$ cat config.mk
export PLATFORM = sky130hd
export DESIGN_NAME = fcmp_flag_unit
export DESIGN_NICKNAME = d
export VERILOG_FILES = /design/src/rtl/fcmp_pkg.sv /design/src/rtl/fcmp_decode.sv /design/src/rtl/fcmp_class.sv /design/src/rtl/fcmp_eval.sv /design/src/rtl/fcmp_flag_unit.sv
export SDC_FILE = /design/constraint.sdc
export NUM_CORES = 1
export LEC_CHECK = 0
export BUFFER_PORTS_ARGS = -buffer_cell sky130_fd_sc_hd__clkbuf_2
export CAP_MARGIN = 20
export CORE_ASPECT_RATIO = 1.4
export CORE_MARGIN = 4
export CORE_UTILIZATION = 30
export DETAILED_ROUTE_END_ITERATION = 8
export REMOVE_ABC_BUFFERS = 1
export SLEW_MARGIN = 10
export SYNTH_ARGS = -nofsm -noshare
export SYNTH_HDL_FRONTEND = slang
export SYNTH_SLANG_ARGS = --single-unit
$ cat constraint.sdc
create_clock -name clk -period 2.4 [get_ports clk]
set_input_delay 0.36 -clock clk [delete_from_list [all_inputs] [get_ports clk]]
set_output_delay 0.36 -clock clk [all_outputs]
set_load 0.03 [all_outputs]
$ cat src/rtl/fcmp_pkg.sv
package fcmp_pkg;
  typedef enum logic [3:0] {
    PRD_EQ = 4'h8,
    PRD_NE = 4'h9,
    PRD_GT = 4'hA,
    PRD_GE = 4'hB,
    PRD_LT = 4'hC,
    PRD_LE = 4'hD,
    PRD_UN = 4'hE
  } pred_e;
endpackage

$ cat src/rtl/fcmp_decode.sv
module fcmp_decode
  import fcmp_pkg::*;
(
  input  logic [7:0] code,
  input  logic       prec_dbl,
  output logic       legal,
  output logic       unord_or,
  output pred_e      pred
);
  logic [3:0] nib;
  logic       nib_ok;

  assign nib      = code[3:0];
  assign unord_or = code[5];
  assign pred     = pred_e'(nib);
  assign nib_ok   = ((nib >= 4'h8) && (nib <= 4'hD)) || ((nib == 4'hE) && code[5]);
  assign legal    = (code[7:6] == 2'b00) && (code[4] == prec_dbl) && nib_ok;
endmodule

$ cat src/rtl/fcmp_class.sv
module fcmp_class #(
  parameter int EXP_W  = 8,
  parameter int FRAC_W = 23,
  localparam int MAG_W = EXP_W + FRAC_W,
  localparam int OP_W  = MAG_W + 1
) (
  input  logic [OP_W-1:0] a,
  input  logic [OP_W-1:0] b,
  output logic            unord,
  output logic            eq,
  output logic            lt
);
  logic [MAG_W-1:0] mag_a, mag_b;
  logic             sgn_a, sgn_b;
  logic             nan_a, nan_b;
  logic             zeros;

  assign sgn_a = a[OP_W-1];
  assign sgn_b = b[OP_W-1];
  assign mag_a = a[MAG_W-1:0];
  assign mag_b = b[MAG_W-1:0];
  assign nan_a = (&a[MAG_W-1:FRAC_W]) && (|a[FRAC_W-1:0]);
  assign nan_b = (&b[MAG_W-1:FRAC_W]) && (|b[FRAC_W-1:0]);
  assign unord = nan_a || nan_b;
  assign zeros = (mag_a == '0) && (mag_b == '0);
  assign eq    = zeros || (a == b);

  always_comb begin
    if (zeros)              lt = 1'b0;
    else if (sgn_a != sgn_b) lt = sgn_a;
    else if (sgn_a)          lt = (mag_a > mag_b);
    else                     lt = (mag_a < mag_b);
  end
endmodule

$ cat src/rtl/fcmp_eval.sv
module fcmp_eval
  import fcmp_pkg::*;
(
  input  pred_e pred,
  input  logic  unord_or,
  input  logic  unord,
  input  logic  eq,
  input  logic  lt,
  output logic  flag
);
  logic ord;

  always_comb begin
    case (pred)
      PRD_EQ:  ord = !unord && eq;
      PRD_NE:  ord = unord || !eq;
      PRD_GT:  ord = !unord && !eq && !lt;
      PRD_GE:  ord = !unord && !lt;
      PRD_LT:  ord = !unord && lt;
      PRD_LE:  ord = !unord && (lt || eq);
      default: ord = 1'b0;
    endcase
    flag = unord_or ? (unord || ord) : ord;
  end
endmodule

$ cat src/rtl/fcmp_flag_unit.sv
module fcmp_flag_unit
  import fcmp_pkg::*;
#(
  parameter int SP_EXP  = 8,
  parameter int SP_FRAC = 23,
  parameter int DP_EXP  = 11,
  parameter int DP_FRAC = 52,
  localparam int SP_W   = 1 + SP_EXP + SP_FRAC,
  localparam int DP_W   = 1 + DP_EXP + DP_FRAC
) (
  input  logic            clk,
  input  logic            rst,
  input  logic            in_valid,
  input  logic [7:0]      func_code,
  input  logic            prec_dbl,
  input  logic [DP_W-1:0] opnd_a,
  input  logic [DP_W-1:0] opnd_b,
  output logic            flag_q,
  output logic            flag_we
);
  logic  legal, unord_or;
  pred_e pred;
  logic  sp_un, sp_eq, sp_lt;
  logic  dp_un, dp_eq, dp_lt;
  logic  sel_un, sel_eq, sel_lt;
  logic  flag_n;

  fcmp_decode u_dec (
    .code(func_code), .prec_dbl(prec_dbl),
    .legal(legal), .unord_or(unord_or), .pred(pred)
  );

  fcmp_class #(.EXP_W(SP_EXP), .FRAC_W(SP_FRAC)) u_sp (
    .a(opnd_a[SP_W-1:0]), .b(opnd_b[SP_W-1:0]),
    .unord(sp_un), .eq(sp_eq), .lt(sp_lt)
  );

  fcmp_class #(.EXP_W(DP_EXP), .FRAC_W(DP_FRAC)) u_dp (
    .a(opnd_a), .b(opnd_b),
    .unord(dp_un), .eq(dp_eq), .lt(dp_lt)
  );

  assign sel_un = prec_dbl ? dp_un : sp_un;
  assign sel_eq = prec_dbl ? dp_eq : sp_eq;
  assign sel_lt = prec_dbl ? dp_lt : sp_lt;

  fcmp_eval u_eval (
    .pred(pred), .unord_or(unord_or), .unord(sel_un),
    .eq(sel_eq), .lt(sel_lt), .flag(flag_n)
  );

  always_ff @(posedge clk) begin
    if (rst) begin
      flag_q  <= 1'b0;
      flag_we <= 1'b0;
    end else begin
      flag_we <= in_valid && legal;
      if (in_valid && legal) flag_q <= flag_n;
    end
  end
endmodule

==> results of run 1 <==
==> flip-flops by register name (all words and copies together) (netlist names) <==
| register | cells |
|---|---|
| flag_we | 1 |
| flag_q | 1 |
==> power groups by stage <==
stage	Clock (W)	Sequential, W	Combinational [W]
after CTS	0.000135	0.0000341	0.000572
after global routing	0.000140	0.0000341	0.000640
after global placement	0	0.0000344	0.000550
final	0.000132	0.0000341	0.000568
after floorplan	0	0.0000351	0.000248
after detailed placement	0	0.0000345	0.000565
==> area by class of cell <==
type | instances | area share
clock buffers | 3 | 0.01059
inverters | 66 | 0.06356
flip-flops and latches | 2 | 0.01027
repair buffers | 220 | 0.3332
multi-input cells | 265 | 0.5502
well taps | 100 | 0.03210
==> per-stage QoR <==
step	worst slack (ns)	hold WS [ns]	setup TNS (ns)	area, µm²
3_3_place_gp	-0.2507	0.5827	-0.2507	3831
3_5_place_dp	-0.2663	0.5824	-0.2663	3831
2_1_floorplan	0.05698	0.4321	0	2407
5_1_grt	-0.1415	0.3685	-0.1415	3897
6_report	-0.01219	0.3724	-0.01219	3897
4_1_cts	0.007669	0.3618	0	3884
==> metal layers <==
metal  part of all wire  vias to the layer above  track usage  routed length (µm)
met5                  0                        -            0                   0
met2               0.54                      121       0.3712                4860
met3              0.061                       20      0.02023                 551
li1                   -                     1720            -                   -
met4              0.021                        0      0.05472                 195
met1               0.38                     1492       0.1854                3473
==> what timing repair did <==
action	4_1_cts	5_1_grt
gates cloned	0	0
gates resized for setup	2	3
pin swaps	8	4
endpoints found under the setup margin	1	1
==> kinds of logic (layout without fill, tap and decap cells) <==
logic type,Yosys count,in the layout,synth area share
compound gates,72,72,0.2115
simple gates,128,128,0.3342
buf+inv,66,289,0.1029
fa+ha+maj,63,63,0.3274
flops,2,2,0.01663
xor+xnor,2,2,0.007278
==> path summary, 6_finish.rpt <==
check / startpoint / to / slack, ns / cells past startpoint
setup / recovery: opnd_a[5] / flag_q / -0.01 / 11
hold / removal: rst / flag_we / 0.37 / 2
setup reg to reg: flag_q / flag_q / 1.28 / 3
hold reg to reg: flag_q / flag_q / 0.77 / 4
==> worst max-delay path: stages <==
cell	delay, ns
clkbuf_2	0.10
buf_4	0.13
ha_1	0.29
o21ai_0	0.18
nor2_1	0.05
o31a_1	0.26
o211a_1	0.24
a2111oi_4	0.38
o31ai_2	0.11
a221oi_2	0.27
o221ai_2	0.12
==> cell usage after synthesis, drive strengths merged, types with 2 or more instances <==
cell type / instances
a21o: 6
o31a: 3
nor2b: 4
a31oi: 2
nand3: 5
nand4: 35
a211oi: 2
o211ai: 2
nand2: 19
o21ai: 8
o221ai: 2
nand2b: 2
or3: 2
a21oi: 30
dfxtp: 2
xnor2: 2
inv: 66
nor2: 14
o21a: 7
nand3b: 3
ha: 63
nor3: 3
nor4: 35
==> results.sh, run 1 <==
export IMPL_antenna_cells=0
export IMPL_crit_required_ns=2.48
export IMPL_die_area_um2=9542
export IMPL_antenna_left=0
export IMPL_final_common_cell="clkbuf_2"
export IMPL_clk_latency_ns=0.21
export IMPL_skew_ns=0
export IMPL_combPwrFrac=0.774
export IMPL_hold_buffers=0
export IMPL_fin_cells=656
export IMPL_gp_congestion=0.9133
export IMPL_ir_worst_vdd_mv=0.1104
export IMPL_violations="negative setup slack"
export IMPL_start_util=0.3087
export IMPL_grtUsageTotal=0.1801
export IMPL_critPathMaxFanout=2
export IMPL_period_needed_ns=2.412
export IMPL_dp_cells=653
export IMPL_synth_top_cell_area_share=0.3274
export IMPL_port_buffers=141
export IMPL_synthDistinctLibCells=45
export IMPL_yosys_warnings=0
export IMPL_die_width_um=83.71
export IMPL_max_freq_ghz=0.4146
export IMPL_p_per_area_nw_per_um2=188.5
export IMPL_critPathArrivalTime_ns=2.49
export IMPL_p_int_w=0.0004349
export IMPL_post_cts_buffers=0
export IMPL_synth_edf_count=0
export IMPL_antenna_found_initial=0
export IMPL_fin_nets=761
export IMPL_drtIter0Drc=73
export IMPL_dp_hpwl_um=8430
export IMPL_status="finished, violations left"
export IMPL_synth_cells=333
export IMPL_crit_path_start_kind="primary input"
export IMPL_rows=38
export IMPL_cap_violations=0
export IMPL_grt_max_degree=7
export IMPL_drive_gt1_frac=0.4424
export IMPL_timing_final_ws_setup_ns=-0.01219
export IMPL_firstDrtPassIters=5
export IMPL_htreeDepth=1
export IMPL_layout_common_cells="clkbuf_2 (141), buf_4 (79), inv_1 (66), ha_1 (63), nand4_1 (34)"
export IMPL_synth_area_leader_cell="ha_1"
export IMPL_clockBufferDepth=2
export IMPL_hold_path_class="primary input to flip-flop"
export IMPL_grt_pass1_wl_um=14550
export IMPL_clkPwrFrac=0.180
export IMPL_ys_seq_area_frac=0.01663
export IMPL_fin_crit_sh=1.005
export IMPL_path_class="primary input to flip-flop"
export IMPL_p_total_w=0.0007347
export IMPL_clock_sinks=2
export IMPL_wl_per_cell_um=13.84
export IMPL_areaGrowthSynthToFinish_pct=61.90
export IMPL_vias=3353
export IMPL_seqPwrFrac=0.046
export IMPL_regArea_um2=40.04
export IMPL_p_switching_w=0.0002998
export IMPL_power_share_switching=0.4080
export IMPL_fill_cells=794
export IMPL_synthFlopType="dfxtp_1"
export IMPL_maxSlewHeadroom=0.7434
export IMPL_vias_per_cell=5.111
export IMPL_rsz0062_at_grt="true"
export IMPL_synth_area_leaders="ha_1 (33%), inv_1 (10%), nand4_1 (8.8%)"
export IMPL_setup_viol=1
export IMPL_hold_viol_final=0
export IMPL_worst_pin_slew_ns=0.3814
export IMPL_multi_input_area_um2=2145
export IMPL_syn_cell_area_um2=2407
export IMPL_pin_count=142
export IMPL_utilization=0.4998
export IMPL_synth_async_reset_ratio=0
export IMPL_synth_seq_cells=2
export IMPL_cts_root_buf="clkbuf_8"
export IMPL_grt_overflow_total=0
export IMPL_cts_buffers=3
export IMPL_wirelength_um=9080
export IMPL_grt_pass1_vias=3525
export IMPL_cts_tree="done"
export IMPL_crit_path_end_kind="flip-flop"
export IMPL_cellLeakagePower_nw=2.161
export IMPL_clkTransAtPathRegs_ns=0.03
export IMPL_die_h_um=114.0
export IMPL_drc=0
export IMPL_slew_viol_final=0
export IMPL_coreArea_um2=7797
export IMPL_avgSynthCellArea_um2=7.229
No activity file was read; power rests on OpenSTA's default activity.
==> run 2: changes to the inputs <==
--- a/config.mk
+++ b/config.mk
@@ -5,12 +5,13 @@
 export SDC_FILE = /design/constraint.sdc
 export NUM_CORES = 1
 export LEC_CHECK = 0
-export BUFFER_PORTS_ARGS = -buffer_cell sky130_fd_sc_hd__clkbuf_2
 export CAP_MARGIN = 20
 export CORE_ASPECT_RATIO = 1.4
 export CORE_MARGIN = 4
-export CORE_UTILIZATION = 30
+export CORE_UTILIZATION = 60
 export DETAILED_ROUTE_END_ITERATION = 8
+export DONT_BUFFER_PORTS = 1
+export PLACE_DENSITY = 0.79
 export REMOVE_ABC_BUFFERS = 1
 export SLEW_MARGIN = 10
 export SYNTH_ARGS = -nofsm -noshare
==> run 2 against run 1 <==
The flow now finishes without violations. Cell area shrank 33%. Clock power is essentially flat. Non-clock buffer count shrank 207. Utilization grew 17 points. Critical endpoint unchanged. Largest power group unchanged.
==> results.sh, run 2 (synthesis results as in run 1) <==
export IMPL_reg_top3="flag_q x1, flag_we x1"
export IMPL_wl_per_cell_um=17.61
export IMPL_grt_max_degree=7
export IMPL_grt_pass1_vias=2802
export IMPL_clkTransAtPathRegs_ns=0.03
export IMPL_clk_latency_ns=0.21
export IMPL_grtUsageTotal=0.2675
export IMPL_firstDrtPassIters=5
export IMPL_fin_nets=554
export IMPL_placed_cell_area_um2=2559
export IMPL_cts_root_buf="clkbuf_8"
export IMPL_ff2ff_setup_slack_ns=1.14
export IMPL_antenna_cells=0
export IMPL_cts_repair_resized=0
export IMPL_htreeDepth=1
export IMPL_crit_required_ns=2.48
export IMPL_die_width_um=61.54
export IMPL_rr_startpoint="flag_q"
export IMPL_critPathArrivalTime_ns=2.37
export IMPL_clock_sinks=2
export IMPL_hold_start="rst"
export IMPL_port_buffers=0
export IMPL_worst_pin_slew_ns=0.3844
export IMPL_cap_violations=0
export IMPL_cts_buffers=3
export IMPL_path_class="primary input to flip-flop"
export IMPL_antenna_left=0
export IMPL_max_freq_ghz=0.4364
export IMPL_rr_worst_depth=3
export IMPL_reg2reg_to="flag_q"
export IMPL_cts_tree="done"
export IMPL_rows=27
export IMPL_setup_viol=0
export IMPL_skew_ns=0
export IMPL_die_area_um2=5104
export IMPL_dp_hpwl_um=6408
export IMPL_maxSlewHeadroom=0.7434
export IMPL_hold_viol_final=0
export IMPL_critPathMaxFanout=3
export IMPL_cellLeakagePower_nw=1.269
export IMPL_vias_per_cell=6.778
export IMPL_ir_worst_vdd_mv=0.1441
export IMPL_crit_path_start_kind="primary input"
export IMPL_gp_congestion=0.8617
export IMPL_worstHoldEndpoint="flag_we"
export IMPL_fill_cells=365
export IMPL_die_h_um=82.95
export IMPL_hold_path_class="primary input to flip-flop"
export IMPL_hold_ws_ns=0.2194
export IMPL_status="complete, no violations"
export IMPL_crit_path_end_kind="flip-flop"
export IMPL_p_per_area_nw_per_um2=184.4
export IMPL_slew_viol_final=0
export IMPL_final_common_cell="inv_1"
export IMPL_antenna_found_initial=0
export IMPL_areaGrowthSynthToFinish_pct=8.836
export IMPL_drtIter0Drc=62
export IMPL_fin_crit_sh=0.9548
export IMPL_grt_pass1_wl_um=11000
export IMPL_start_util=0.6143
export IMPL_period_needed_ns=2.292
export IMPL_pin_count=142
export IMPL_hold_buffers=0
export IMPL_finalInstanceArea_um2=2620
export IMPL_grt_overflow_total=0
export IMPL_clockBufferDepth=2
export IMPL_holdPathStages=1
export IMPL_post_cts_buffers=0
export IMPL_drive_gt1_frac=0.1032
export IMPL_rsz0062_at_grt="false"
export IMPL_utilization=0.6686
export IMPL_drc=0
export IMPL_vias=2657
export IMPL_wirelength_um=6904
export IMPL_layout_common_cells="inv_1 (66), ha_1 (63), nand4_1 (34), a21oi_1 (30), nor4_1 (24)"
export IMPL_coreArea_um2=3919
[run 2: worst max-delay path, cell delays in order]
cell and delay, ns:
inv_1 0.02, ha_1 0.30, a21oi_1 0.16, o21a_1 0.16
o211ai_1 0.11, a221o_1 0.40, a2111oi_4 0.34, o31ai_2 0.13
a221oi_2 0.27, o221ai_2 0.13
[run 2: worst max path at each step]
stage                     from  endpoint  cells past startpoint
floorplan            opnd_b[2]    flag_q                     10
detailed placement  opnd_b[58]    flag_q                     10
global route        opnd_b[44]    flag_q                     10
global placement    opnd_b[58]    flag_q                     10
finish              opnd_b[58]    flag_q                     10
CTS                 opnd_b[58]    flag_q                     10
[run 2: layout make-up]
type / instances / area [µm²] / share of cell area
clock buffers: 3 / 41.29 / 0.01576
inverters: 66 / 247.7 / 0.09456
multi-input cells: 265 / 2140 / 0.8166
flip-flops and latches: 2 / 40.04 / 0.01528
well taps: 43 / 53.80 / 0.02053
repair buffers: 13 / 97.59 / 0.03725
[run 2: power breakdown]
group	total (W)	leakage (nW)	internal, W	switching (W)
sequential	0.0000348	0.0161	0.0000339	0.000000896
clock	0.000133	0.0216	0.000106	0.0000268
combinational	0.000315	1.23	0.000151	0.000164
[run 2: routing by layer]
metal | vias up | track usage | part of all wire
li1 | 1299 | - | -
met1 | 1208 | 0.2449 | 0.32
met2 | 121 | 0.5234 | 0.55
met3 | 29 | 0.05754 | 0.091
met4 | 0 | 0.1004 | 0.036
met5 | - | 0 | 0
[run 2: stage by stage]
stage / total power [W] / worst slack [ns] / cells / TNS (ns)
2_1_floorplan: 0.0002826 / 0.05698 / 333 / 0
3_3_place_gp: 0.0003365 / -0.1042 / 389 / -0.1042
3_5_place_dp: 0.0003476 / -0.1329 / 389 / -0.1329
4_1_cts: 0.0004820 / 0.08237 / 392 / 0
5_1_grt: 0.0005387 / 0.002581 / 392 / 0
6_report: 0.0004831 / 0.1084 / 392 / 0
